File: src/rtl/tod_timer_pkg.sv
package tod_timer_pkg;

    localparam int DW = 32;
    localparam int AW = 3;
    localparam int CNT_W = 2 * DW;

    typedef enum logic [AW-1:0] {
        RI_TOD_LO = 3'd0,
        RI_TOD_HI = 3'd1,
        RI_TIMER  = 3'd2,
        RI_SCALE  = 3'd3,
        RI_RAMSZ  = 3'd4
    } reg_idx_e;

    typedef struct packed {
        logic          sel;
        logic          wr;
        logic [AW-1:0] addr;
        logic [DW-1:0] wdata;
    } bus_req_t;

    typedef struct packed {
        logic          rd;
        logic          snap;
        logic          wr_timer;
        logic [AW-1:0] idx;
    } bus_dec_t;

    function automatic bus_dec_t decode(bus_req_t r);
        bus_dec_t d;
        d.rd       = r.sel && !r.wr;
        d.snap     = d.rd && (r.addr == RI_TOD_LO);
        d.wr_timer = r.sel && r.wr && (r.addr == RI_TIMER);
        d.idx      = r.addr;
        return d;
    endfunction

endpackage

File: src/rtl/tod_counter.sv
module tod_counter
    import tod_timer_pkg::*;
#(
    parameter logic [CNT_W-1:0] INIT = '0
) (
    input  logic             clk,
    input  logic             rst,
    input  logic             tick_en,
    input  logic             snap,
    output logic [CNT_W-1:0] count_o,
    output logic [DW-1:0]    shadow_o
);
    logic [CNT_W-1:0] count_q;
    logic [DW-1:0]    shadow_q;

    always_ff @(posedge clk) begin
        if (rst) begin
            count_q  <= INIT;
            shadow_q <= '0;
        end else begin
            if (tick_en) count_q <= count_q + 1'b1;
            if (snap)    shadow_q <= count_q[CNT_W-1:DW];
        end
    end

    assign count_o  = count_q;
    assign shadow_o = shadow_q;
endmodule

File: src/rtl/interval_timer.sv
module interval_timer
    import tod_timer_pkg::*;
(
    input  logic          clk,
    input  logic          rst,
    input  logic          tick_en,
    input  logic          load,
    input  logic [DW-1:0] load_val,
    output logic [DW-1:0] value_o,
    output logic          irq_o
);
    logic [DW-1:0] val_q;
    logic          irq_q;
    logic          wrap;

    assign wrap = tick_en && (val_q == '0);

    always_ff @(posedge clk) begin
        if (rst) begin
            val_q <= '1;
            irq_q <= 1'b0;
        end else if (load) begin
            val_q <= load_val;
            irq_q <= 1'b0;
        end else begin
            if (tick_en) val_q <= val_q - 1'b1;
            if (wrap)    irq_q <= 1'b1;
        end
    end

    assign value_o = val_q;
    assign irq_o   = irq_q;
endmodule

File: src/rtl/tod_read_mux.sv
module tod_read_mux
    import tod_timer_pkg::*;
#(
    parameter logic [DW-1:0] TICKS_PER_US = 32'd200,
    parameter bit            HAS_RAMSIZE  = 1'b1,
    parameter logic [DW-1:0] RAM_BYTES    = 32'h0010_0000
) (
    input  logic          clk,
    input  logic          rst,
    input  bus_dec_t      dec,
    input  logic [DW-1:0] tod_lo,
    input  logic [DW-1:0] tod_hi_shadow,
    input  logic [DW-1:0] timer_val,
    output logic [DW-1:0] rdata_o
);
    logic [DW-1:0] ramsz_word;
    logic [DW-1:0] rd_next;
    logic [DW-1:0] rdata_q;

    generate
        if (HAS_RAMSIZE) begin : g_ramsz
            assign ramsz_word = RAM_BYTES;
        end else begin : g_no_ramsz
            assign ramsz_word = '0;
        end
    endgenerate

    always_comb begin
        case (dec.idx)
            RI_TOD_LO: rd_next = tod_lo;
            RI_TOD_HI: rd_next = tod_hi_shadow;
            RI_TIMER:  rd_next = timer_val;
            RI_SCALE:  rd_next = TICKS_PER_US;
            RI_RAMSZ:  rd_next = ramsz_word;
            default:   rd_next = '0;
        endcase
    end

    always_ff @(posedge clk) begin
        if (rst)         rdata_q <= '0;
        else if (dec.rd) rdata_q <= rd_next;
    end

    assign rdata_o = rdata_q;
endmodule

File: src/rtl/tod_timer_regs.sv
module tod_timer_regs
    import tod_timer_pkg::*;
#(
    parameter logic [DW-1:0]    TICKS_PER_US = 32'd200,
    parameter bit               HAS_RAMSIZE  = 1'b1,
    parameter logic [DW-1:0]    RAM_BYTES    = 32'h0010_0000,
    parameter logic [CNT_W-1:0] TOD_INIT     = '0
) (
    input  logic          clk,
    input  logic          rst,
    input  logic          tick_en,
    input  logic          bus_sel,
    input  logic          bus_wr,
    input  logic [AW-1:0] bus_addr,
    input  logic [DW-1:0] bus_wdata,
    output logic [DW-1:0] bus_rdata,
    output logic          timer_irq
);
    bus_req_t         req;
    bus_dec_t         dec;
    logic [CNT_W-1:0] tod_count;
    logic [DW-1:0]    tod_shadow;
    logic [DW-1:0]    timer_val;

    assign req.sel   = bus_sel;
    assign req.wr    = bus_wr;
    assign req.addr  = bus_addr;
    assign req.wdata = bus_wdata;
    assign dec       = decode(req);

    tod_counter #(.INIT(TOD_INIT)) u_cnt (
        .clk      (clk),
        .rst      (rst),
        .tick_en  (tick_en),
        .snap     (dec.snap),
        .count_o  (tod_count),
        .shadow_o (tod_shadow)
    );

    interval_timer u_tmr (
        .clk      (clk),
        .rst      (rst),
        .tick_en  (tick_en),
        .load     (dec.wr_timer),
        .load_val (req.wdata),
        .value_o  (timer_val),
        .irq_o    (timer_irq)
    );

    tod_read_mux #(
        .TICKS_PER_US (TICKS_PER_US),
        .HAS_RAMSIZE  (HAS_RAMSIZE),
        .RAM_BYTES    (RAM_BYTES)
    ) u_rmux (
        .clk           (clk),
        .rst           (rst),
        .dec           (dec),
        .tod_lo        (tod_count[DW-1:0]),
        .tod_hi_shadow (tod_shadow),
        .timer_val     (timer_val),
        .rdata_o       (bus_rdata)
    );
endmodule

File: config.mk
export PLATFORM = sky130hd
export DESIGN_NAME = tod_timer_regs
export DESIGN_NICKNAME = d
export VERILOG_FILES = /design/src/rtl/tod_timer_pkg.sv /design/src/rtl/tod_counter.sv /design/src/rtl/interval_timer.sv /design/src/rtl/tod_read_mux.sv /design/src/rtl/tod_timer_regs.sv
export SDC_FILE = /design/constraint.sdc
export NUM_CORES = 1
export LEC_CHECK = 0
export ABC_AREA = 1
export BUFFER_PORTS_ARGS = -buffer_cell sky130_fd_sc_hd__buf_4
export CORE_ASPECT_RATIO = 0.8
export CORE_MARGIN = 10
export CORE_UTILIZATION = 54
export CTS_CLUSTER_DIAMETER = 40
export DETAILED_ROUTE_END_ITERATION = 10
export PLACE_DENSITY = 0.79
export SLEW_MARGIN = 20
export SYNTH_ARGS = -nofsm -noshare
export SYNTH_HDL_FRONTEND = slang
export SYNTH_SLANG_ARGS = --single-unit
File: constraint.sdc
create_clock -name clk -period 1.4 [get_ports clk]
set_input_delay 0.07 -clock clk [delete_from_list [all_inputs] [get_ports clk]]
set_output_delay 0.07 -clock clk [all_outputs]
set_load 0.005 [all_outputs]
# Word-level counts from Yosys, hierarchy flattened
# Cells that the tools add are included.
# Widths: inputs -> output; s select.
totals:
  register_bits: 161
  latchBits: 0
  ram_bits: 0
  mem_bits_ro: 0
  in_bits: 40
  word_cells: 24
  n_memories: 0
op_classes:
  n_addsub: 2
  mul: 0
  div_mod_pow: 0
  magnitude_cmp: 0
  n_eq_ne: 4
  shifts: 0
  n_mux: 3
  bitwise: 0
  reduce_logical: 10
ops:
  columns: ["op", "count"]
  rows:
  - ["$pmux 32 s5", 1]
  - ["$add 64x1->64 const B", 1]
  - ["$mux 32", 2]
  - ["$logic_not 32->1", 1]
  - ["$sub 32x1->32 const B", 1]
  - ["$eq 3x2->1 const B", 2]
  - ["$logic_and 1x1->1", 5]
  - ["$eq 3x1->1 const B", 1]
  - ["$eq 3x3->1 const B", 1]
  - ["$logic_not 3->1", 1]
  - ["$reduce_bool 2->1", 1]
  - ["$reduce_or 2->1", 1]
  - ["$logic_not 1->1", 1]

# Longest topological paths before layout
logic_depth:
  depth_word: 3
  mapped_depth: 12

# Hierarchy
# A second synthesis with hierarchy kept.
unflattened:
  cells_unflattened: 1432
  area_unflattened_um2: 9615.5
modules_own_cells:
  columns: ["module", "n_inst", "cells_per_inst", "area_each_um2", "seq_area_each_um2"]
  rows:
  - ["tod_counter", 1, 780, 5012.3, 1921.8]
  - ["tod_read_mux", 1, 295, 2331.0, 640.6]
  - ["interval_timer", 1, 346, 2227.1, 660.6]
  - ["tod_timer_regs", 1, 11, 45.0, 0.0]

# Least setup slack after synthesis
# OpenSTA, ideal clock, no wires.
synth_timing:
  kind: "register -> register"
  startpoint: "reg u_tmr.val_q[0], in the netlist u_tmr.value_o[0]"
  endpoint: "reg u_tmr.val_q[24], in the netlist u_tmr.value_o[24]"
  setup_time_ns: 0.117
  arrival_ns: 1.412
  required_time_ns: 1.283
  path_slack_ns: -0.129
  path_stages_with_launch: 11
  n_path_buf: 0
  cell_sequence: "dfxtp_1 inv_1 ha_1 nand3_2 nor2_2 nand2_1 nor2_2 nand2_1 xor2_1 nand2_1 nand2_1"
synth_via:
  elab_chain_len: 3
synth_rtl:
  columns: ["item", "line_no", "source"]
  rows:
  - ["start: declaration", "interval_timer.sv:12", "logic [DW-1:0] val_q;"]
  - ["start signal: assignment", "interval_timer.sv:23", "val_q <= load_val;"]
  - ["start signal: assignment", "interval_timer.sv:26", "if (tick_en) val_q <= val_q - 1'b1;"]
  - ["$sub 32x1->32", "interval_timer.sv:26", null]
  - ["$mux 32", "interval_timer.sv:26", null]
  - ["$mux 32", "interval_timer.sv:22", "end else if (load) begin"]
# No other way between the ends. The select of a mux whose other input is x is not followed.
# A chain may end at the register's enable or synchronous reset.

# Final worst setup path
layout_timing:
  startpoint: "reg u_tmr.val_q[10], in the netlist u_tmr.value_o[10]"
  endpoint: "reg u_tmr.val_q[28], in the netlist u_tmr.value_o[28]"
# Same word-level chain as after synthesis.

==> impl_metrics.py <==
metrics = {
    "drt": {
        "m1WireLength_um": 16400,
        "wl_met3_um": 8330,
        "routed-via-count": 12900,
        "wirelength_um": 49300,
        "wl_met2_um": 19700,
        "dr.pass1.iters": 11,
        "viasPerCell": 6.75,
        "drc": 8,
        "ant_nets": 0,
        "routedWlPerCell_um": 25.9,
        "drt_iter0_drc": 2855,
        "topRoutingLayerUsed": "met5",
    },
    "clocking": {
        "clock-sinks": 161,
        "clk_latency_ns": 0.47,
        "cts_made_buffers": 17,
        "ctsLongestPathBuffers": 2,
        "cts_tree": "done",
        "clk_pin_slew_ns": 0.08,
        "root_buffer": "clkbuf_16",
        "cts-htree-levels": 4,
    },
    "pwr": {
        "p_clk_share_pct": 45.6,
        "pwr-share-comb_pct": 10.5,
        "p_sw_mw": 3.12,
        "swShare_pct": 28.9,
        "peakVddDrop_uv": 823,
        "seq_power_share_pct": 43.9,
        "cellPowerDensity_nw_per_um2": 773,
        "leakagePower_nw": 5.99,
        "power.total_mw": 10.8,
        "power.internal_mw": 7.66,
    },
    "grt": {
        "gr-total-overflow": 0,
        "antenna_found_initial": 1,
        "grt_pass1_wl_um": 57000,
        "grt.total_usage_pct": 32.9,
        "grt_max_degree": 57,
        "grt_pass1_vias": 10700,
    },
    "layout": {
        "register_area_um2": 3340,
        "diodes": 0,
        "n_fill_cell": 673,
        "final_net_count": 1718,
        "layout_commonest_cell": "buf_4",
        "layout_common_cells": "278 x buf_4, 276 x nand2_1, 115 x nor2_1",
        "syn_to_final_growth_pct": 60.6,
        "multi_input_area_um2": 6010,
        "final_layout_size_suffix_gt1_share_pct": 43.3,
        "final_cells": 1904,
    },
    "synth": {
        "syn-num-nets": 1377,
        "synth_area_leaders": "dfxtp_1 37%, nand2_1 15%, nor2_1 8.3%, a21oi_1 6.5%, inv_1 5.8%",
        "synth_area_leader_cell": "dfxtp_1",
        "syn_inst": 1335,
        "syn_area_um2": 8680,
        "synth_top_area_share_pct": 37.1,
        "ys.flop_type": "dfxtp_1",
        "synth_cell_type_count": 44,
        "synth_seq_area_share_pct": 37.1,
        "ys_async_sr_fraction_pct": 0,
        "yosys_warnings": 0,
        "synth.avg_cell_area_um2": 6.50,
        "synth_edf_count": 0,
        "ys_seq_elements": 161,
    },
    "setup_path": {
        "worst-path-buf-inv": 2,
        "crit_path_start_kind": "flip-flop",
        "critPathMaxStageDelay_ns": 0.44,
        "cp.required_ns": 1.75,
        "crit_chain": "nor2_1 -> nand2_1 -> inv_1 -> nand2_4 -> nor2_4 -> buf_4 -> a21oi_2 -> o21ai_1 -> nand2_1",
        "crit_path_end_kind": "flip-flop",
        "critical-path-slowest-cell": "dfxtp_1",
        "cpMostUsedCell": "nand2_1",
        "critPathTopFamily": "simple AND/OR/NAND/NOR gates",
        "path_max_fanout": 4,
        "critical_path_arrival_ns": 2.34,
        "critPathKind": "flip-flop to flip-flop",
    },
    "sta": {
        "min_period_ns": 1.99,
        "rsz0062_at_grt": "yes",
        "worstMarginPinSlew_ns": 0.625,
        "setup_viol": 90,
        "finalClockSkew_ns": 0.0198,
        "hold_viol": 0,
        "drv_slew": 0,
        "setup_tns_ns": -28.35,
        "finalCritPeriodShare_pct": 142,
        "setup_slack_ns": -0.588,
        "slew_headroom_pct": 58.2,
        "fmax_mhz": 503,
    },
    "hold_path": {
        "hold_path_class": "input port to flip-flop",
    },
    "place": {
        "place_inst": 1788,
        "port_buffers": 72,
        "place_hpwl_um": 24500,
        "gp_congestion": 1.03,
    },
    "floorplan": {
        "io_pins": 73,
        "die_y_um": 133,
        "dieWidth_um": 162,
        "core_area_um2": 15700,
        "fp.dieArea_um2": 21600,
        "num_rows": 41,
        "start_util_pct": 55.1,
    },
    "run_status": {
        "violations": "DRC, setup timing",
        "status": "complete, but fails checks",
    },
    "flow_run": {
        "drv_cap": 0,
    },
}
==> synthesized netlist by cell type (3+ instances only) <==
cell type,n
nand2_1,343
nor2_1,191
dfxtp_1,161
inv_1,133
a21oi_1,112
o21ai_0,86
nand3_1,74
o211ai_1,26
nor3_1,24
nand4_1,21
o221ai_1,20
clkbuf_1,19
buf_2,17
nor2_2,12
nor2_4,10
inv_2,9
nand2_2,9
o21ai_1,9
xor2_1,7
buf_1,6
buf_4,6
o21a_1,6
nand3_2,4
o21bai_1,3
==> state kept, by name (all words and copies together) (netlist names) <==
name	count
u_cnt.shadow_o	32
u_tmr.value_o	32
u_cnt.count_o	64
u_tmr.irq_o	1
u_rmux.rdata_o	32
==> kinds of logic after synthesis <==
family / synth area share [%]
AO/OA/AOI/OAI: 17.7
AND/OR/NAND/NOR: 35.3
adder cells (fa/ha/maj): 0.288
buffers and inverters: 8.79
flip-flops: 37.1
XOR/XNOR: 0.807
==> per-layer routing <==
layer / GRT usage, % / vias up
met2: 49.7 / 1483
li1: - / 5055
met3: 7.54 / 573
met4: 15.3 / 2
met1: 43.5 / 5740
met5: 0 / -
==> worst min-delay path: cells and delay by family <==
family | cells | cell delay [ns]
buffers and inverters | 1 | 0.09
AO/OA/AOI/OAI | 2 | 0.28
==> path summary, 6_finish.rpt <==
kind	cells after the start	end	from	slack, ns
max	9	u_tmr.value_o[28]	u_tmr.value_o[10]	-0.59
min	3	u_tmr.value_o[5]	bus_wdata[5]	0.01
max reg2reg	9	u_tmr.value_o[28]	u_tmr.value_o[10]	-0.59
min reg2reg	2	u_rmux.rdata_o[28]	u_rmux.rdata_o[28]	0.47
==> layout make-up <==
| cell class | instances | area share [%] |
|---|---|---|
| inverter | 143 | 4.05 |
| multi-input combinational | 983 | 43.1 |
| sequential | 161 | 23.9 |
| clock inverter | 14 | 1.06 |
| timing repair buffer | 370 | 22.8 |
| clock buffer | 18 | 3.15 |
| tap | 215 | 1.93 |
==> through the flow <==
step / worst slack [ns] / area, µm² / util [%] / hold slack, ns
6_report: -0.588 / 13900 / 88.5 / 0.0108
5_1_grt: -0.713 / 13900 / 88.5 / 0.0432
4_1_cts: -0.179 / 12900 / 81.7 / 0.00277
3_5_place_dp: -0.341 / 11100 / 70.2 / 0.296
3_3_place_gp: -0.309 / 11100 / 70.2 / 0.292
2_1_floorplan: -0.0209 / 8730 / - / 0.187
==> repair_timing <==
item	CTS	global route
resized for setup	265	237
gates cloned	0	0
pin swaps	84	118
setup endpoints to repair	77	87
hold buffers	28	0
setup buffers	23	40
hold endpoints to repair	28	0
==> power by group through the flow <==
stage	Combinational (mW)	Clock, mW	Sequential, mW
3_5_place_dp	0.846	0	4.84
6_report	1.13	4.91	4.73
5_1_grt	1.17	4.99	4.73
2_1_floorplan	0.435	0	4.83
3_3_place_gp	0.829	0	4.84
4_1_cts	0.942	4.72	4.74
Power figures use the tool's default switching activity.
